[config.mk]
export PLATFORM = sky130hd
export DESIGN_NAME = cv_scheduler
export DESIGN_NICKNAME = d
export VERILOG_FILES = /design/src/rtl/cv_sched_pkg.sv /design/src/rtl/cv_state_reg.sv /design/src/rtl/cv_latency_ctr.sv /design/src/rtl/cv_admit.sv /design/src/rtl/cv_scheduler.sv
export SDC_FILE = /design/constraint.sdc
export NUM_CORES = 1
export LEC_CHECK = 0
export CAP_MARGIN = 5
export CORE_MARGIN = 2
export CORE_UTILIZATION = 42
export CTS_CLUSTER_SIZE = 25
export DETAILED_ROUTE_END_ITERATION = 12
export DONT_BUFFER_PORTS = 1
export GPL_TIMING_DRIVEN = 0
export MAX_ROUTING_LAYER = met4
export PLACE_DENSITY = 0.64
export SYNTH_ARGS = -nofsm -noshare
export SYNTH_HDL_FRONTEND = slang
export SYNTH_SLANG_ARGS = --single-unit
export TNS_END_PERCENT = 100
[constraint.sdc]
create_clock -name clk -period 1.7 [get_ports clk]
set_clock_uncertainty 0.15 [all_clocks]
set_input_delay 0 -clock clk [delete_from_list [all_inputs] [get_ports clk]]
set_output_delay 0 -clock clk [all_outputs]
set_load 0.02 [all_outputs]
[src/rtl/cv_sched_pkg.sv]
package cv_sched_pkg;

    typedef enum logic {
        SCHED_GREEDY = 1'b0,
        SCHED_FIXED  = 1'b1
    } sched_mode_e;

    typedef struct packed {
        logic want;       // live or remembered request
        logic slot_free;  // no clash in the current cycle
        logic spacing_ok; // policy spacing satisfied
    } admit_info_t;

    function automatic int lat_bits(input int vlen);
        return $clog2(vlen + 2);
    endfunction

    function automatic int lat_cap(input int vlen);
        return vlen + 1;
    endfunction

endpackage

[src/rtl/cv_state_reg.sv]
module cv_state_reg #(
    parameter int VLEN = 7
) (
    input  logic            clk,
    input  logic            rst,
    input  logic            grant,
    input  logic [VLEN-1:0] init_vec,
    output logic [VLEN-1:0] state
);

    logic [VLEN-1:0] slid;

    always_comb begin
        slid = state >> 1;
    end

    always_ff @(posedge clk) begin
        if (rst) begin
            state <= '0;
        end else if (grant) begin
            state <= slid | init_vec;
        end else begin
            state <= slid;
        end
    end

    // idle cycles only slide the register
    assert_slide_R2: assert property (@(posedge clk) disable iff (rst)
        !grant |=> (state == ($past(state) >> 1)));

endmodule

[src/rtl/cv_latency_ctr.sv]
module cv_latency_ctr #(
    parameter int VLEN = 7,
    parameter int LW   = 4
) (
    input  logic          clk,
    input  logic          rst,
    input  logic          grant,
    output logic [LW-1:0] latency
);

    localparam logic [LW-1:0] CAP = LW'(cv_sched_pkg::lat_cap(VLEN));

    always_ff @(posedge clk) begin
        if (rst) begin
            latency <= CAP;
        end else if (grant) begin
            latency <= LW'(1);
        end else if (latency < CAP) begin
            latency <= latency + LW'(1);
        end
    end

    assert_restart_R8: assert property (@(posedge clk) disable iff (rst)
        grant |=> (latency == LW'(1)));

    assert_cap_R8: assert property (@(posedge clk) disable iff (rst)
        latency <= CAP);

endmodule

[src/rtl/cv_admit.sv]
module cv_admit #(
    parameter int LW = 4
) (
    input  logic                     clk,
    input  logic                     rst,
    input  logic                     req,
    input  logic                     slot_busy,
    input  cv_sched_pkg::sched_mode_e mode,
    input  logic [LW-1:0]            latency,
    input  logic [LW-1:0]            fix_lat,
    output logic                     grant
);

    import cv_sched_pkg::*;

    logic        pending_q;
    admit_info_t info;

    always_comb begin
        info.want       = req | pending_q;
        info.slot_free  = ~slot_busy;
        info.spacing_ok = (mode == SCHED_GREEDY) || (latency >= fix_lat);
        grant           = info.want & info.slot_free & info.spacing_ok;
    end

    always_ff @(posedge clk) begin
        if (rst) begin
            pending_q <= 1'b0;
        end else begin
            pending_q <= info.want & ~grant;
        end
    end

    assert_hold_R5: assert property (@(posedge clk) disable iff (rst)
        (req && !grant) |=> pending_q);

    assert_release_R5: assert property (@(posedge clk) disable iff (rst)
        grant |=> !pending_q);

endmodule

[src/rtl/cv_scheduler.sv]
module cv_scheduler #(
    parameter  int VLEN = 7,
    localparam int LW   = $clog2(VLEN + 2)
) (
    input  logic            clk,
    input  logic            rst,
    input  logic            req,
    input  logic [VLEN-1:0] init_vec,
    input  logic            mode,
    input  logic [LW-1:0]   fix_lat,
    output logic            grant,
    output logic [VLEN-1:0] state,
    output logic [LW-1:0]   latency
);

    import cv_sched_pkg::*;

    sched_mode_e mode_e;

    always_comb begin
        mode_e = sched_mode_e'(mode);
    end

    cv_state_reg #(.VLEN(VLEN)) u_state (
        .clk      (clk),
        .rst      (rst),
        .grant    (grant),
        .init_vec (init_vec),
        .state    (state)
    );

    cv_latency_ctr #(.VLEN(VLEN), .LW(LW)) u_lat (
        .clk     (clk),
        .rst     (rst),
        .grant   (grant),
        .latency (latency)
    );

    cv_admit #(.LW(LW)) u_admit (
        .clk       (clk),
        .rst       (rst),
        .req       (req),
        .slot_busy (state[0]),
        .mode      (mode_e),
        .latency   (latency),
        .fix_lat   (fix_lat),
        .grant     (grant)
    );

    assert_no_clash_R3: assert property (@(posedge clk) disable iff (rst)
        grant |-> !state[0]);

    assert_merge_R4: assert property (@(posedge clk) disable iff (rst)
        grant |=> (state == (($past(state) >> 1) | $past(init_vec))));

    assert_greedy_R6: assert property (@(posedge clk) disable iff (rst)
        (!mode && req && !state[0]) |-> grant);

    assert_spacing_R7: assert property (@(posedge clk) disable iff (rst)
        (mode && grant) |-> (latency >= fix_lat));

endmodule

==> out/results.tsv <==
stage	metric	value	unit
floorplanning	die_w	41.4	um
pwr	p_leak	0.312	nW
placement	portBuffers	0	
cts	clk_pin_slew	70	ps
routing	vias	510	
routing	post_drt_via_cell_ratio	5.80	
finish	areaGrowthSynthToFinish	44.3	%
finish	fin_nets	95	
routing	drt_iter0_markers	4	
cts	tritoncts	built	
worst_hold_path	hold-path-cell-count	3	
synthesis	ys_seq_area_share	40.9	%
sta	tightest_slew	316	ps
routing	wl_per_cell	15.4	um
routing	wirelength	1360	um
finish	mostFrequentLayoutCells	dlygate4sd3_1, dfxtp_1, nand3_1, o2bb2ai_1, inv_1	
floorplanning	die_h	41.4	um
sta	finalWorstSetupSlack	-80.2	ps
grt	antenna_found_initial	0	
sta	setup_viol	8	
pwr	finalPower	0.757	mW
cts	cts.sinks	12	
floorplanning	ioPinCount	27	
critical_path	crit_arrival	1630	ps
finish	fin_cells	88	
critical_path	reg2reg_from	u_lat.latency[0]	
placement	place_congestion	0.690	
pwr	powerDensity	894	mW/mm^2
run_status	outcome	finished, violations left	
synthesis	syn_area_per_cell	10.1	um^2
sta	holdWs	59.8	ps
finish	multi_input_area	395	um^2
pwr	netSwitchingPower	0.257	mW
cts	htreeDepth	1	
run_status	violations	setup timing	
critical_path	start_kind	flop	
finish	antenna_cells	0	
synthesis	syn_nets	78	
critical_path	rr_endpoint	u_lat.latency[0]	
cts	clock_path_buffers	2	
flow_run	max_cap_violations	0	
critical_path	cp-end-kind	output port	
synthesis	ys_ff_latch	12	
routing	drc_errors	0	
sta	period_needed	1780	ps
finish	final_common_cell	dlygate4sd3_1	
routing	ant_nets	0	
pwr	power.share.clock	22.0	%
finish	regArea	255	um^2
routing	dr.pass1.iters	2	
critical_path	cp_max_fo	5	
pwr	swShare	33.9	%
grt	grt_max_degree	11	
synthesis	syn_inst	58	
grt	grt_overflow	0	
pwr	pwr-share-comb	26.5	%
critical_path	rr_worst_depth	6	
cts	cts_buffers	3	
cts	clockRootBuffer	clkbuf_4	
grt	grt_pass1_wl	1990	um
floorplanning	core_area	0.00130	mm^2
floorplanning	start_util	45.1	%
sta	final_hold_viol_count	0	
grt	track_usage	19.4	%
cts	clk_latency	260	ps
critical_path	crit_required	1550	ps
worst_hold_path	min_to	u_state.state[3]	
placement	hpwl	883	um
sta	slew_violations	0	
synthesis	syn_area	587	um^2
worst_hold_path	hold_path_startpoint	mode	
sta	slew_headroom	78.8	%
worst_hold_path	holdCritPathClass	primary input to flop	
synthesis	ys_types	24	
finish	drive_above_1_share	35.6	%
sta	period_share	105	%
grt	grt_pass1_vias	443	
sta	max_freq	562	MHz
floorplanning	die_area	0.00171	mm^2
floorplanning	rows	13	
pwr	ir_drop	0.552	mV
pwr	seqPwrFrac	51.5	%
pwr	p_int	0.500	mW
placement	dp.cells	73	
critical_path	worstSetupPathType	flop to output port	
critical_path	r2r_setup_slack	-60	ps
sta	rsz0062_at_grt	yes	
finish	num-fill-cells	108	
synthesis	ys.warnings.count	0	
==> per-stage QoR <==
step           TNS (ps)  util (%)  cell area, um^2  worst slack [ps]
2_1_floorplan         0         -              593              49.9
3_3_place_gp       -431      47.0              612             -98.4
3_5_place_dp       -532      47.0              612             -88.4
4_1_cts            -321      60.0              781              -122
5_1_grt            -994      65.1              847              -154
6_report           -323      65.1              847             -80.2
==> how the worst max path moves through the flow <==
stage	slack, ps	cells past startpoint	end	start
2_1_floorplan	50	4	u_state.state[6]	u_lat.latency[1]
3_3_place_gp	-100	4	u_state.state[6]	u_lat.latency[1]
3_5_place_dp	-90	4	u_state.state[6]	u_lat.latency[1]
4_1_cts	-120	4	grant	u_lat.latency[3]
5_1_grt	-150	5	grant	u_lat.latency[0]
6_report	-80	5	grant	u_lat.latency[0]
==> state kept, by name, summed over array words and instances (netlist names) <==
signal             cells
u_admit.pending_q      1
u_lat.latency          4
u_state.state          7
==> final cells by class <==
cell class              count  share of cell area, %
multi-input cells          37                   46.7
flip-flops and latches     12                   30.1
repair buffers             12                   13.6
clock buffers               3                   2.66
inverters                   6                   2.66
well taps                  15                   2.22
plain buffers               3                   2.07
==> cells in the mapped netlist <==
master / count / area, um^2
dfxtp_1: 12 / 240
inv_1: 6 / 22.5
nand3_1: 6 / 30.0
o2bb2ai_1: 6 / 52.6
ha_1: 5 / 62.6
a211oi_1: 3 / 22.5
buf_2: 2 / 10.0
nand2_1: 2 / 7.51
a311oi_1: 1 / 8.76
a31oi_1: 1 / 6.26
and4_2: 1 / 10.0
buf_4: 1 / 7.51
mux2i_1: 1 / 10.0
nor2_1: 1 / 3.75
nor2b_1: 1 / 6.26
nor3_1: 1 / 5.00
nor3b_2: 1 / 12.5
o2111a_2: 1 / 12.5
o2111ai_2: 1 / 15.0
o211ai_1: 1 / 7.51
o21ba_2: 1 / 10.0
o22ai_1: 1 / 6.26
xnor2_1: 1 / 8.76
xor2_1: 1 / 8.76
==> per-layer routing <==
| metal | up-vias | wire [um] | GRT usage, % |
|---|---|---|---|
| met3 | 2 | 79 | 9.57 |
| met1 | 243 | 575 | 22.4 |
| met4 | 0 | 10 | 4.84 |
| met5 | - | 0 | - |
| li1 | 251 | - | - |
| met2 | 14 | 690 | 30.1 |
==> cell families (layout without fill, tap and decap cells) <==
group / after synthesis / after routing / share of synthesized area [%]
flip-flops: 12 / 12 / 40.9
multiplexers: 1 / 1 / 1.71
adder cells (fa/ha/maj): 5 / 5 / 10.7
buffers and inverters: 9 / 24 / 6.82
AO/OA/AOI/OAI: 16 / 16 / 24.1
AND/OR/NAND/NOR: 13 / 13 / 12.8
XOR/XNOR: 2 / 2 / 2.99
==> worst max-delay path, cell delays in order (launching register included) <==
cell,delay (ps)
dfxtp_4,410
inv_2,60
ha_4,260
nor3b_2,50
o2111a_2,300
nor3_4,280
==> repair_timing <==
action,CTS,global route
setup buffers,2,1
hold buffers,10,0
setup endpoints to repair,12,13
pin swaps,4,6
endpoints found under the hold margin,12,0
gates resized for setup,9,9
==> power by group through the flow <==
| stage | clock network, mW | logic, mW | registers [mW] |
|---|---|---|---|
| floorplan | 0 | 0.116 | 0.380 |
| global placement | 0 | 0.132 | 0.389 |
| detailed placement | 0 | 0.137 | 0.389 |
| CTS | 0.175 | 0.176 | 0.390 |
| global route | 0.189 | 0.223 | 0.395 |
| finish | 0.167 | 0.200 | 0.390 |
Power figures use the tool's default switching activity.
